`config.mk`:
```
export PLATFORM = sky130hd
export DESIGN_NAME = idarb_assigner
export DESIGN_NICKNAME = d
export VERILOG_FILES = /design/src/rtl/idarb_pkg.sv /design/src/rtl/idarb_line_watch.sv /design/src/rtl/idarb_frame_ctl.sv /design/src/rtl/idarb_id_store.sv /design/src/rtl/idarb_assigner.sv
export SDC_FILE = /design/constraint.sdc
export NUM_CORES = 1
export LEC_CHECK = 0
export CAP_MARGIN = 20
export CORE_UTILIZATION = 35
export DETAILED_ROUTE_END_ITERATION = 7
export DONT_BUFFER_PORTS = 1
export PLACE_DENSITY_LB_ADDON = 0.08
export SYNTH_ARGS = -nofsm -noshare
export SYNTH_HDL_FRONTEND = slang
export SYNTH_SLANG_ARGS = --single-unit
```
`constraint.sdc`:
```
create_clock -name clk -period 3.28 [get_ports clk]
set_clock_uncertainty 0.05 [all_clocks]
set_input_delay 0.328 -clock clk [delete_from_list [all_inputs] [get_ports clk]]
set_output_delay 0.328 -clock clk [all_outputs]
set_load 0.01 [all_outputs]
```
`src/rtl/idarb_pkg.sv`:
```
package idarb_pkg;

    typedef enum logic [3:0] {
        FS_IDLE,
        FS_CTRL,
        FS_CTRL_ACK,
        FS_ID,
        FS_ID_ACK,
        FS_SER,
        FS_SER_ACK,
        FS_FIN,
        FS_LOST
    } frame_st_e;

    typedef struct packed {
        logic scl_rise;
        logic scl_fall;
        logic start;
        logic stop;
        logic sda;
    } line_ev_t;

    localparam int BYTE_W = 8;

    function automatic logic ctrl_match(input logic [BYTE_W-1:0] got,
                                        input logic [BYTE_W-1:0] want,
                                        input logic [BYTE_W-1:0] ignore);
        return ((got ^ want) & ~ignore) == '0;
    endfunction

endpackage

```
`src/rtl/idarb_line_watch.sv`:
```
module idarb_line_watch
    import idarb_pkg::*;
(
    input  logic     clk,
    input  logic     rst,
    input  logic     scl_i,
    input  logic     sda_i,
    output line_ev_t ev_o
);
    logic [1:0] scl_h;
    logic [1:0] sda_h;

    always_ff @(posedge clk) begin
        if (rst) begin
            scl_h <= 2'b11;
            sda_h <= 2'b11;
        end else begin
            scl_h <= {scl_h[0], scl_i};
            sda_h <= {sda_h[0], sda_i};
        end
    end

    always_comb begin
        ev_o.scl_rise = scl_h[0] & ~scl_h[1];
        ev_o.scl_fall = ~scl_h[0] & scl_h[1];
        ev_o.start    = scl_h[0] & scl_h[1] & sda_h[1] & ~sda_h[0];
        ev_o.stop     = scl_h[0] & scl_h[1] & ~sda_h[1] & sda_h[0];
        ev_o.sda      = sda_h[0];
    end

endmodule

```
`src/rtl/idarb_frame_ctl.sv`:
```
module idarb_frame_ctl
    import idarb_pkg::*;
#(
    parameter logic [7:0] ASSIGN_CODE = 8'hF8,
    parameter int         OE_POS      = 0,
    parameter int         SER_BYTES   = 6,
    parameter logic [SER_BYTES*8-1:0] SERIAL = '0
) (
    input  logic       clk,
    input  logic       rst,
    input  line_ev_t   ev_i,
    input  logic       assigned_i,
    output logic       pull_o,
    output logic       detect_o,
    output logic       commit_o,
    output logic [7:0] id_cand_o
);
    localparam int SER_W = SER_BYTES * BYTE_W;
    localparam int BC_W  = $clog2(SER_BYTES + 1);
    localparam logic [BYTE_W-1:0] OE_MASK = 8'(1) << OE_POS;
    localparam logic [BC_W-1:0]   LAST_BYTE = BC_W'(SER_BYTES);

    frame_st_e          st;
    logic [2:0]         bit_cnt;
    logic [BC_W-1:0]    byte_cnt;
    logic [BYTE_W-1:0]  sh;
    logic [BYTE_W-1:0]  byte_in;
    logic [SER_W-1:0]   ser_sh;
    logic               ack_seen;
    logic               oe_req;
    logic               drv;
    logic               det;

    assign byte_in = {sh[BYTE_W-2:0], ev_i.sda};

    always_ff @(posedge clk) begin
        if (rst) begin
            st        <= FS_IDLE;
            bit_cnt   <= '0;
            byte_cnt  <= '0;
            sh        <= '0;
            ser_sh    <= '0;
            ack_seen  <= 1'b0;
            oe_req    <= 1'b0;
            drv       <= 1'b0;
            det       <= 1'b0;
            commit_o  <= 1'b0;
            id_cand_o <= '0;
        end else begin
            commit_o <= 1'b0;
            if (ev_i.start) begin
                st      <= FS_CTRL;
                bit_cnt <= '0;
                drv     <= 1'b0;
                det     <= 1'b0;
            end else if (ev_i.stop) begin
                if (st == FS_FIN) commit_o <= 1'b1;
                st  <= FS_IDLE;
                drv <= 1'b0;
                det <= 1'b0;
            end else begin
                case (st)
                    FS_CTRL: begin
                        if (ev_i.scl_rise) begin
                            sh      <= byte_in;
                            bit_cnt <= bit_cnt + 3'd1;
                            if (bit_cnt == 3'd7) begin
                                if (ctrl_match(byte_in, ASSIGN_CODE, OE_MASK) && !assigned_i) begin
                                    st       <= FS_CTRL_ACK;
                                    ack_seen <= 1'b0;
                                    oe_req   <= byte_in[OE_POS];
                                end else begin
                                    st <= FS_IDLE;
                                end
                            end
                        end
                    end
                    FS_CTRL_ACK: begin
                        if (ev_i.scl_rise) ack_seen <= 1'b1;
                        if (ev_i.scl_fall) begin
                            if (!ack_seen) begin
                                drv <= 1'b1;
                            end else begin
                                drv     <= 1'b0;
                                bit_cnt <= '0;
                                st      <= FS_ID;
                            end
                        end
                    end
                    FS_ID: begin
                        if (ev_i.scl_rise) begin
                            sh      <= byte_in;
                            bit_cnt <= bit_cnt + 3'd1;
                            if (bit_cnt == 3'd7) begin
                                id_cand_o <= byte_in;
                                st        <= FS_ID_ACK;
                                ack_seen  <= 1'b0;
                            end
                        end
                    end
                    FS_ID_ACK: begin
                        if (ev_i.scl_rise) ack_seen <= 1'b1;
                        if (ev_i.scl_fall) begin
                            if (!ack_seen) begin
                                drv <= 1'b1;
                            end else begin
                                drv      <= ~SERIAL[SER_W-1];
                                ser_sh   <= SERIAL;
                                byte_cnt <= '0;
                                bit_cnt  <= '0;
                                det      <= oe_req;
                                st       <= FS_SER;
                            end
                        end
                    end
                    FS_SER: begin
                        if (ev_i.scl_rise) begin
                            if (!drv && !ev_i.sda) begin
                                st <= FS_LOST;
                            end else begin
                                ser_sh  <= {ser_sh[SER_W-2:0], 1'b0};
                                bit_cnt <= bit_cnt + 3'd1;
                                if (bit_cnt == 3'd7) begin
                                    byte_cnt <= byte_cnt + 1'b1;
                                    ack_seen <= 1'b0;
                                    st       <= FS_SER_ACK;
                                end
                            end
                        end
                        if (ev_i.scl_fall) drv <= ~ser_sh[SER_W-1];
                    end
                    FS_SER_ACK: begin
                        if (ev_i.scl_rise) begin
                            if (byte_cnt == LAST_BYTE) begin
                                st       <= FS_FIN;
                                ack_seen <= 1'b0;
                            end else begin
                                ack_seen <= 1'b1;
                            end
                        end
                        if (ev_i.scl_fall) begin
                            if (!ack_seen) begin
                                drv <= 1'b0;
                            end else begin
                                drv     <= ~ser_sh[SER_W-1];
                                bit_cnt <= '0;
                                st      <= FS_SER;
                            end
                        end
                    end
                    FS_FIN: begin
                        if (ev_i.scl_rise) begin
                            if (ack_seen) st <= FS_IDLE;
                            else ack_seen <= 1'b1;
                        end
                    end
                    FS_LOST: begin
                        drv <= 1'b0;
                    end
                    default: begin
                        drv <= 1'b0;
                    end
                endcase
            end
        end
    end

    assign pull_o   = drv;
    assign detect_o = det;

    assert_pull_on_fall_R4: assert property (@(posedge clk) disable iff (rst)
        $rose(drv) |-> $past(ev_i.scl_fall));

    assert_lost_silent_R5: assert property (@(posedge clk) disable iff (rst)
        (st == FS_LOST) |-> !drv);

    assert_host_slot_free_R6: assert property (@(posedge clk) disable iff (rst)
        (st == FS_SER_ACK && ack_seen) |-> !drv);

    assert_no_ack_when_owned_R9: assert property (@(posedge clk) disable iff (rst)
        ($rose(drv) && st == FS_CTRL_ACK) |-> !assigned_i);

endmodule

```
`src/rtl/idarb_id_store.sv`:
```
module idarb_id_store #(
    parameter int ID_W = 8
) (
    input  logic            clk,
    input  logic            rst,
    input  logic            clear_i,
    input  logic            commit_i,
    input  logic [ID_W-1:0] cand_i,
    output logic [ID_W-1:0] id_o,
    output logic            assigned_o
);
    always_ff @(posedge clk) begin
        if (rst || clear_i) begin
            id_o       <= '0;
            assigned_o <= 1'b0;
        end else if (commit_i) begin
            id_o       <= cand_i;
            assigned_o <= 1'b1;
        end
    end

    assert_take_id_R7: assert property (@(posedge clk) disable iff (rst)
        (commit_i && !clear_i) |=> (assigned_o && id_o == $past(cand_i)));

    assert_clear_drops_R10: assert property (@(posedge clk) disable iff (rst)
        clear_i |=> (id_o == '0 && !assigned_o));

endmodule

```
`src/rtl/idarb_assigner.sv`:
```
module idarb_assigner
    import idarb_pkg::*;
#(
    parameter logic [7:0] ASSIGN_CODE = 8'hF8,
    parameter int         OE_POS      = 0,
    parameter int         SER_BYTES   = 6,
    parameter logic [SER_BYTES*8-1:0] SERIAL = 48'h8000_0000_0001
) (
    input  logic       clk,
    input  logic       rst,
    input  logic       scl_i,
    input  logic       sda_i,
    input  logic       clear_i,
    output logic       sda_pull_o,
    output logic       detect_o,
    output logic       assigned_o,
    output logic [7:0] id_o
);
    line_ev_t   ev;
    logic       commit;
    logic [7:0] cand;

    idarb_line_watch u_watch (
        .clk   (clk),
        .rst   (rst),
        .scl_i (scl_i),
        .sda_i (sda_i),
        .ev_o  (ev)
    );

    idarb_frame_ctl #(
        .ASSIGN_CODE (ASSIGN_CODE),
        .OE_POS      (OE_POS),
        .SER_BYTES   (SER_BYTES),
        .SERIAL      (SERIAL)
    ) u_frame (
        .clk        (clk),
        .rst        (rst),
        .ev_i       (ev),
        .assigned_i (assigned_o),
        .pull_o     (sda_pull_o),
        .detect_o   (detect_o),
        .commit_o   (commit),
        .id_cand_o  (cand)
    );

    idarb_id_store #(.ID_W(BYTE_W)) u_store (
        .clk        (clk),
        .rst        (rst),
        .clear_i    (clear_i),
        .commit_i   (commit),
        .cand_i     (cand),
        .id_o       (id_o),
        .assigned_o (assigned_o)
    );

    assert_detect_unowned_R11: assert property (@(posedge clk) disable iff (rst)
        $rose(detect_o) |-> !assigned_o);

endmodule

```
==> results.md, run 1 <==
* Postcts setup bufs at 0
* CP max-delay cell: dfxtp_1
* Die Height at 107.4 um
* Vias in the first global route at 2865
* Switch share at 0.2491
* Placer Congestion at 0.8030
* Largest net degree at the start of global routing at 73
* Crit path max-delay family: simple AND/OR/NAND/NOR gates
* Worst Hold Slack at 35.92 ps
* Cell Int Power at 1.410 mW
* Top post-synthesis cells by area: dfxtp_1, a21oi_1, mux2i_1
* Synth top area share at 0.4689
* Yosys reg bits at 91
* Initial core utilization at 0.3584
* Clock Latency Late Sink at 370 ps
* Wire per inst at 14.48 um
* VDD IR-drop max at 0.2509 mV
* CP endpoint kind: flip-flop
* Count leader, synth: dfxtp_1
* Synth async-reset ratio at 0
* Post-detail-place hpwl at 4940 um
* Top FF cell, synth: dfxtp_1
* Fin nets at 449
* Reg-to-Reg End: u_frame.ser_sh[14]$_SDFFE_PP0P_
* Seq/Total Area, Yosys at 0.4689
* Period utilisation layout at 0.7912
* DIE WIDTH at 107.4 um
* CTS Buffer Depth at 2
* Max Fclk at 385.3 MHz
* Routed WL at 8473 um
* Slew @ Worst Pin at 717.2 ps
* Largest stage delay on the critical path at 720 ps
* Post-route cell area at 4168 um^2
* Clock power share at 0.384
* HP Start: rst
* Gate Count Post-Synth at 464
* Max-cap violations at 0
* Initial antenna violation count at 0
* DR pass1 iterations at 4
* Logic pwr share at 0.023
* Vias/cell at 5.239
* EDFF count, synth at 0
* Die Area at 11530 um^2
* DR iter-0 viols at 246
* Hold Path End: u_watch.sda_h[0]$_SDFF_PP1_
* CTS tree: yes
* Max_slew headroom at 0.5212
* Psw at 467.8 uW
* Final Hold Viols at 0
* CTS Hold Buffers Added at 2
* Dpl cells at 566
* H-tree Lvls at 3
* First-pass GRT wire length at 14460 um
* Crit Path Class: flip-flop to flip-flop
* Slew Viols, Final at 0
* Placed Area at 3940 um^2
* Fraction of layout cells with a size suffix above 1 at 0.07191
* Grt ovf at 0
* Global Route Usage Sum at 0.1606
* Worst Path Buf+Inv at 1
* Worst R2R Start: u_frame.st[0]$_SDFFE_PP0P_
* Setup crit start kind: flip-flop
* Total Power at 1.878 mW
* Worst endpoint required time at 3520 ps
* Arrival @ worst endpoint at 2840 ps
* Leakage Power at 1.373 nW
* Most Frequent Cell on Critical Path: a21oi_1
* Sequential share of power at 0.593
* Final Core Density at 0.3845
* R2r setup slk at 680 ps
* Final setup viols at 0
* Netlist cell types at 51
* Worst slack at placement at 725.5 ps
* IO Pins at 16
* Yosys warning count at 0
* Area leader, netlist: dfxtp_1
* TNS Setup at 0 ps
* Hold depth at 1
* Core Rows at 38
* Crit Path Max Fanout at 46
* Status: finished clean
* CTS Sinks at 91
* N_diodes at 0
* Mapped Area at 3885 um^2
* CTS buffer count at 9
* Buffers added on ports at 0
* Finished Layout Cells at 585
* Area grow syn2layout at 7.279%
* Via count at 3065
* Avg Inst Size Synth at 8.373 um^2
* Hold crit path type: primary input to flip-flop
* Reg clk slew, reported paths at 100 ps
* Power per standard cell area at 450.5 nW/um^2
* Fin worst setup slack at 684.9 ps
* Most instantiated cells after synthesis: dfxtp_1, a21oi_1, nand2_1
* Minimum clock period at 2595 ps
* CORE AREA at 10840 um^2
* ANT nets after route at 0
* Worst path cell trace: nand4bb_1 -> a21oi_1 -> or3_1 -> buf_4 -> nand2_1 -> a21oi_1
* Root buffer cell: clkbuf_8
* R2R depth at 6
* Drt drc at 0
* Unrepaired setup endpoints after global routing: no
* Post-Syn Nets at 473
* Post-CTS sizing at 0
-- kinds of logic (layout without fill, tap and decap cells) --
| family | count (synthesis) | count (layout) | synth area share |
|---|---|---|---|
| simple gates | 199 | 199 | 0.2502 |
| xor+xnor | 2 | 2 | 0.004510 |
| mux | 29 | 29 | 0.07472 |
| buf+inv | 46 | 27 | 0.04670 |
| compound gates | 93 | 93 | 0.1420 |
| fa+ha+maj | 4 | 4 | 0.01288 |
| flops | 91 | 91 | 0.4689 |
-- how the worst max path moves through the flow --
stage | startpoint | to | slack (ps) | depth (start not counted)
finish | u_frame.st[0]$_SDFFE_PP0P_ | u_frame.ser_sh[14]$_SDFFE_PP0P_ | 680 | 6
global route | u_frame.st[0]$_SDFFE_PP0P_ | u_frame.ser_sh[40]$_SDFFE_PP0P_ | 280 | 6
CTS | u_frame.st[0]$_SDFFE_PP0P_ | u_frame.ser_sh[31]$_SDFFE_PP0P_ | 670 | 6
detailed placement | u_frame.st[2]$_SDFFE_PP0P_ | u_frame.ser_sh[35]$_SDFFE_PP0P_ | 730 | 6
global placement | u_frame.st[2]$_SDFFE_PP0P_ | u_frame.st[0]$_SDFFE_PP0P_ | 730 | 5
floorplan | u_frame.bit_cnt[0]$_SDFFE_PP0P_ | u_frame.st[3]$_SDFFE_PP0P_ | 1220 | 8
-- layer usage --
metal | wire (um) | part of all wire | track usage
met1 | 4046 | 0.48 | 0.2098
met2 | 3918 | 0.46 | 0.2502
met3 | 403 | 0.048 | 0.04540
met4 | 104 | 0.012 | 0.06164
met5 | 0 | 0 | 0
-- cells in the final DEF, fill, tap and decap left out, types with 3 or more instances in the layout --
master    instances
or3_1             3
clkbuf_8          9
ha_1              4
inv_1             4
or2_2             4
nand3_1          52
nand4_1           3
nand2b_1          5
nand2_1          55
mux2i_1          29
inv_6             3
a21oi_1          64
nand4b_1          3
dfxtp_1          91
nor2b_1           6
o21ai_1           5
nor3_1            5
buf_4             3
o21ai_0           4
nand3b_1          3
nor2_1           40
or2_1             5
-- power groups by stage --
stage          combinational (mW)  clock (mW)  sequential, mW
6_report                   0.0433       0.721            1.11
5_1_grt                    0.0484       0.805            1.11
4_1_cts                    0.0436       0.759            1.11
3_5_place_dp               0.0244           0            1.14
3_3_place_gp               0.0251           0            1.14
2_1_floorplan              0.0355           0            1.13
-- registers in the layout, summed over array words and instances (netlist names), 2 cells and up --
signal / cells
u_watch.sda_h: 2
u_frame.id_cand_o: 8
u_frame.sh: 7
u_frame.byte_cnt: 3
u_store.id_o: 8
u_watch.scl_h: 2
u_frame.st: 4
u_frame.ser_sh: 48
u_frame.bit_cnt: 3
-- final cells by class --
| class | count | area (um^2) |
|---|---|---|
| timing repair buffer | 6 | 70.07 |
| multi-input combinational | 327 | 1902 |
| sequential | 91 | 1822 |
| clock buffer | 9 | 123.9 |
| inverter | 5 | 18.77 |
| clock inverter | 7 | 56.30 |
| fill | 1154 | 6673 |
| tap | 140 | 175.2 |
-- worst register-to-register path, stage by stage (launching register included) --
cell and delay, ps:
dfxtp_1 720, nand4bb_1 390, a21oi_1 370, or3_1 290, buf_4 450, nand2_1 110, a21oi_1 140
Note: power is estimated with default switching activity, not from simulation.
==> run 2, diff against run 1 <==
==> constraint.sdc (replaced) <==
create_clock -name clk -period 2.3 [get_ports clk]
set_clock_uncertainty 0.05 [all_clocks]
set_input_delay 0.23 -clock clk [delete_from_list [all_inputs] [get_ports clk]]
set_output_delay 0.23 -clock clk [all_outputs]
set_load 0.01 [all_outputs]
==> results.md, run 2 (synthesized netlist as in run 1, its figures left out) <==
* Status: finished clean
* Vias in the first global route at 2882
* DR pass1 iterations at 4
* CTS tree: yes
* CP max-delay cell: dfxtp_1
* Largest net degree at the start of global routing at 76
* Crit path max-delay family: compound AO/OA/AOI/OAI gates
* Filler cells at 1113
* CTS Sinks at 91
* Worst path cell trace: buf_4 -> and2_1 -> o32ai_1 -> o311ai_2 -> or4b_1 -> o41ai_1
* DIE WIDTH at 107.4 um
* Worst endpoint required time at 2520 ps
* Placer Congestion at 0.8598
* Via count at 3133
* Die Height at 107.4 um
* Global Route Usage Sum at 0.1537
* Leakage Power at 1.465 nW
* Cell Int Power at 2.221 mW
* Worst Path Buf+Inv at 1
* Power per standard cell area at 654.1 nW/um^2
* Crit Path Max Fanout at 12
* Worst Hold Slack at 59.51 ps
* Max FFs per register at 48
* TNS Setup at 0 ps
* Fraction of layout cells with a size suffix above 1 at 0.1043
* Biggest regs: u_frame.ser_sh (48), u_frame.id_cand_o (8), u_store.id_o (8)
* Slew Viols, Final at 0
* Slew @ Worst Pin at 611.5 ps
* CTS buffer count at 9
* Logic pwr share at 0.026
* Drt drc at 0
* H-tree Lvls at 3
* Reg clk slew, reported paths at 90 ps
* Core Rows at 38
* Clock power share at 0.419
* DR iter-0 viols at 170
* Max-cap violations at 0
* Root buffer cell: clkbuf_8
* Largest stage delay on the critical path at 510 ps
* CORE AREA at 10840 um^2
* Arrival @ worst endpoint at 2380 ps
* Hold crit path type: primary input to flip-flop
* Most frequent cells in the layout: dfxtp_1, a21oi_1, nand2_1
* Grt ovf at 0
* CP endpoint kind: flip-flop
* Initial core utilization at 0.3584
* Most flops, register: u_frame.ser_sh
* Unrepaired setup endpoints after global routing: no
* Commonest non-fill, non-tap cell in the layout: dfxtp_1
* Post-detail-place hpwl at 5110 um
* Setup crit start kind: flip-flop
* Routed WL at 8292 um
* Die Area at 11530 um^2
* ANT nets after route at 0
* Max Fclk at 462.4 MHz
* IO Pins at 16
* CTS Buffer Depth at 2
* Fin nets at 464
* Area grow syn2layout at 12.21%
* Minimum clock period at 2162 ps
* Final Hold Viols at 0
* N_diodes at 0
* Sequential share of power at 0.555
* Period utilisation layout at 0.9402
* Crit Path Class: flip-flop to flip-flop
* R2r setup slk at 140 ps
* First-pass GRT wire length at 13990 um
* Clock Latency Late Sink at 360 ps
* VDD IR-drop max at 0.4508 mV
* Psw at 630.3 uW
* Wire per inst at 13.82 um
* Switch share at 0.2210
* Final setup viols at 0
* Initial antenna violation count at 0
* Vias/cell at 5.222
* Max_slew headroom at 0.5915
* Buffers added on ports at 0
[run 2: path summary, 6_finish.rpt]
path                                   start                         endpoint  depth (start not counted)
min reg2reg  u_frame.ser_sh[10]$_SDFFE_PP0P_  u_frame.ser_sh[10]$_SDFFE_PP0P_                          2
min                                      rst    u_frame.ack_seen$_SDFFE_PP0P_                          3
max reg2reg       u_frame.st[2]$_SDFFE_PP0P_       u_frame.st[0]$_SDFFE_PP0P_                          6
max               u_frame.st[2]$_SDFFE_PP0P_       u_frame.st[0]$_SDFFE_PP0P_                          6
[run 2: what timing repair did]
action | 4_1_cts | 5_1_grt
gates resized for setup | 0 | 2
hold endpoints to repair | 74 | 0
buffers inserted | 0 | 0
endpoints found under the setup margin | 0 | 2
hold buffers | 3 | 0
[run 2: worst reg2reg max path, delay by kind of cell, from the launching register on]
family,cells,cell delay (ps)
DFF,1,510
AOI/OAI and AO/OA,3,640
buffers and inverters,1,250
and+or+nand+nor,2,610
[run 2: layout make-up]
class                           count  area (um^2)  share of cell area
Tap cell                          140        175.2             0.04018
Timing Repair Buffer               21        211.5             0.04851
Inverter                            5        18.77            0.004305
Clock inverter                      7        100.1             0.02296
Multi-Input combinational cell    327         1908              0.4377
Clock buffer                        9        123.9             0.02842
Sequential cell                    91         1822              0.4179
[run 2: per-stage QoR]
stage / cell area, um^2 / setup WS [ps] / power, mW / std cells / util
CTS: 4349 / 132.9 / 2.908 / 600 / 0.4012
finish: 4359 / 137.6 / 2.851 / 600 / 0.4021
global route: 4359 / 15.27 / 2.967 / 600 / 0.4021
global placement: 4078 / 117.7 / 1.665 / 581 / 0.3762
floorplan: 3885 / 242.0 / 1.667 / 464 / -
detailed placement: 4078 / 140.0 / 1.665 / 581 / 0.3762
[run 2: routing by layer]
layer,vias up,part of all wire,track usage
met5,-,0,0
met4,0,0.021,0.05969
met3,14,0.039,0.04177
met2,54,0.47,0.2539
met1,1470,0.47,0.1895
li1,1595,-,-
[run 2: power by group through the flow]
stage	clock network [mW]	logic, mW	registers (mW)
floorplan	0	0.0506	1.62
global placement	0	0.0456	1.62
detailed placement	0	0.0449	1.62
CTS	1.25	0.0738	1.58
global route	1.30	0.0805	1.58
finish	1.20	0.0731	1.58
==> run 3, diff against run 2 <==
--- a/config.mk
+++ b/config.mk
@@ -5,6 +5,7 @@
 export SDC_FILE = /design/constraint.sdc
 export NUM_CORES = 1
 export LEC_CHECK = 0
+export ABC_AREA = 1
 export CAP_MARGIN = 20
 export CORE_UTILIZATION = 35
 export DETAILED_ROUTE_END_ITERATION = 7
==> results.md, run 3 <==
* Cell Int Power at 2.406 mW
* Leakage Power at 1.503 nW
* Logic pwr share at 0.289
* Gate Count Post-Synth at 508
* Final Hold Viols at 0
* Mapped Area at 3790 um^2
* ANT nets after route at 0
* Setup crit start kind: flip-flop
* Postcts setup bufs at 0
* Buffers added on ports at 0
* CTS buffer count at 9
* Switch share at 0.3699
* Largest net degree at the start of global routing at 54
* H-tree Lvls at 3
* Clock Latency Late Sink at 360 ps
* Most Frequent Cell on Critical Path: nor2_4
* Yosys warning count at 0
* TNS Setup at 0 ps
* Post-Syn Nets at 517
* CTS Sinks at 91
* Most flops, register: u_frame.ser_sh
* Final setup viols at 0
* Die Area at 11250 um^2
* Status: finished clean
* Worst endpoint required time at 2550 ps
* Post-CTS sizing at 0
* Placed Area at 3875 um^2
* Clock power share at 0.263
* Initial antenna violation count at 0
* Crit Path Class: flip-flop to flip-flop
* Period utilisation layout at 0.8308
* Netlist cell types at 29
* Routed WL at 7935 um
* Arrival @ worst endpoint at 2160 ps
* Biggest regs: u_frame.ser_sh (48), u_frame.id_cand_o (8), u_store.id_o (8)
* DIE WIDTH at 106.1 um
* Sequential share of power at 0.448
* Synth async-reset ratio at 0
* Most instantiated cells after synthesis: nand2_1, dfxtp_1, a21oi_1
* Vias/cell at 4.775
* Synth top area share at 0.4807
* Post-route cell area at 4101 um^2
* Fin nets at 516
* VDD IR-drop max at 0.4089 mV
* Minimum clock period at 1911 ps
* Yosys reg bits at 91
* EDFF count, synth at 0
* Post-detail-place hpwl at 5422 um
* Max FFs per register at 48
* Unrepaired setup endpoints after global routing: no
* Drt drc at 0
* Wire per inst at 12.25 um
* N_diodes at 0
* Commonest non-fill, non-tap cell in the layout: nand2_1
* CTS Buffer Depth at 2
* Grt ovf at 0
* Filler cells at 1107
* Initial core utilization at 0.3638
* Seq/Total Area, Yosys at 0.4807
* Max Fclk at 523.3 MHz
* Top FF cell, synth: dfxtp_1
* Slew Viols, Final at 0
* Power per standard cell area at 930.9 nW/um^2
* Crit Path Max Fanout at 25
* Core Rows at 37
* Placer Congestion at 0.9228
* Area leader, netlist: dfxtp_1
* CORE AREA at 10420 um^2
* Slew @ Worst Pin at 490.6 ps
* CP endpoint kind: flip-flop
* Largest stage delay on the critical path at 440 ps
* Max-cap violations at 0
* Top post-synthesis cells by area: dfxtp_1, nand2_1, a21oi_1
* Global Route Usage Sum at 0.1548
* CTS tree: yes
* Count leader, synth: nand2_1
* CP max-delay cell: dfxtp_1
* Fraction of layout cells with a size suffix above 1 at 0.1191
* Via count at 3094
* Worst path cell trace: inv_2 -> nand2_1 -> nor2_1 -> nor2_4 -> nand2_2 -> nor2_4 -> inv_2 -> nor2_4 -> buf_4 -> nand2_1 -> a21oi_1
* DR iter-0 viols at 130
* Psw at 1.412 mW
* Area grow syn2layout at 8.220%
* Hold crit path type: primary input to flip-flop
* Vias in the first global route at 2949
* Reg clk slew, reported paths at 90 ps
* Max_slew headroom at 0.6695
* IO Pins at 16
* DR pass1 iterations at 4
* Most frequent cells in the layout: nand2_1, dfxtp_1, a21oi_1
* Avg Inst Size Synth at 7.460 um^2
* First-pass GRT wire length at 13660 um
* Die Height at 106.1 um
* Root buffer cell: clkbuf_8
run 3: changes by cell type in the layout (fill, tap and decap cells not counted), moves of 5 or more:
cell / before / now
mux2i_1: 29 / 0
a21oi_2: 0 / 10
inv_2: 1 / 6
nand2_1: 55 / 157
buf_4: 15 / 6
nand3_1: 52 / 12
o21ai_1: 5 / 0
nor2b_1: 6 / 0
or2_1: 5 / 0
o21ai_0: 4 / 26
nand2_2: 0 / 12
nand2b_1: 5 / 0
inv_1: 4 / 30
run 3: layout make-up:
type / instances / area [um^2] / share of cell area
Clock buffer: 11 / 141.4 / 0.03447
Clock inverter: 5 / 37.54 / 0.009152
Inverter: 36 / 135.1 / 0.03295
Multi-Input combinational cell: 360 / 1703 / 0.4152
Sequential cell: 91 / 1822 / 0.4442
Tap cell: 136 / 170.2 / 0.04149
Timing Repair Buffer: 9 / 92.59 / 0.02257
run 3: repair_timing:
action,in CTS,in global routing
endpoints found under the setup margin,0,0
hold endpoints to repair,53,0
hold buffers,3,0
run 3: logic make-up (layout without fill, tap and decap cells):
logic type	count (synthesis)	after routing	synth area share
and+or+nand+nor	248	248	0.2796
AOI/OAI and AO/OA	107	107	0.1542
DFF	91	91	0.4807
buffers and inverters	57	61	0.06999
adders and majority gates	4	4	0.01321
xor gates and xnor gates	1	1	0.002311
run 3: power by group through the flow:
stage	clock network (mW)	logic, mW	registers (mW)
after floorplan	0	0.858	1.73
after global placement	0	1.10	1.75
after detailed placement	0	1.08	1.75
after CTS	1.06	1.10	1.71
after global routing	1.12	1.26	1.73
final	1.00	1.10	1.71
run 3: path summary, 6_finish.rpt:
path | startpoint | to | slack, ps | cells after the start
setup reg to reg | u_watch.sda_h[0]$_SDFF_PP1_ | u_frame.ser_sh[17]$_SDFFE_PP0P_ | 390 | 11
setup / recovery | u_watch.sda_h[0]$_SDFF_PP1_ | u_frame.ser_sh[17]$_SDFFE_PP0P_ | 390 | 11
hold reg to reg | u_frame.ser_sh[33]$_SDFFE_PP0P_ | u_frame.ser_sh[34]$_SDFFE_PP0P_ | 410 | 2
hold / removal | clear_i | u_store.id_o[3]$_SDFFE_PP0P_ | 80 | 2
run 3: worst max-delay path, delay by kind of cell (launching register included):
| family | cells | cell delay (ps) |
|---|---|---|
| flip-flops | 1 | 440 |
| AND/OR/NAND/NOR | 7 | 760 |
| AO/OA/AOI/OAI | 1 | 130 |
| buffers and inverters | 3 | 450 |
run 3: through the flow:
stage | cells | util | hold WS [ps] | setup slack (ps) | power (mW)
2_1_floorplan | 508 | - | 283.8 | 715.3 | 2.590
3_3_place_gp | 629 | 0.3720 | 248.9 | 361.1 | 2.852
3_5_place_dp | 629 | 0.3720 | 249.6 | 369.4 | 2.826
4_1_cts | 648 | 0.3938 | 57.69 | 329.0 | 3.877
5_1_grt | 648 | 0.3938 | 83.54 | 146.3 | 4.103
6_report | 648 | 0.3938 | 80.59 | 389.1 | 3.818
run 3: layer usage:
metal / global-route usage / up-vias / share of wire
li1: - / 1626 / -
met1: 0.1957 / 1386 / 0.50
met2: 0.2330 / 59 / 0.43
met3: 0.03679 / 23 / 0.038
met4: 0.1052 / 0 / 0.035
met5: 0 / - / 0
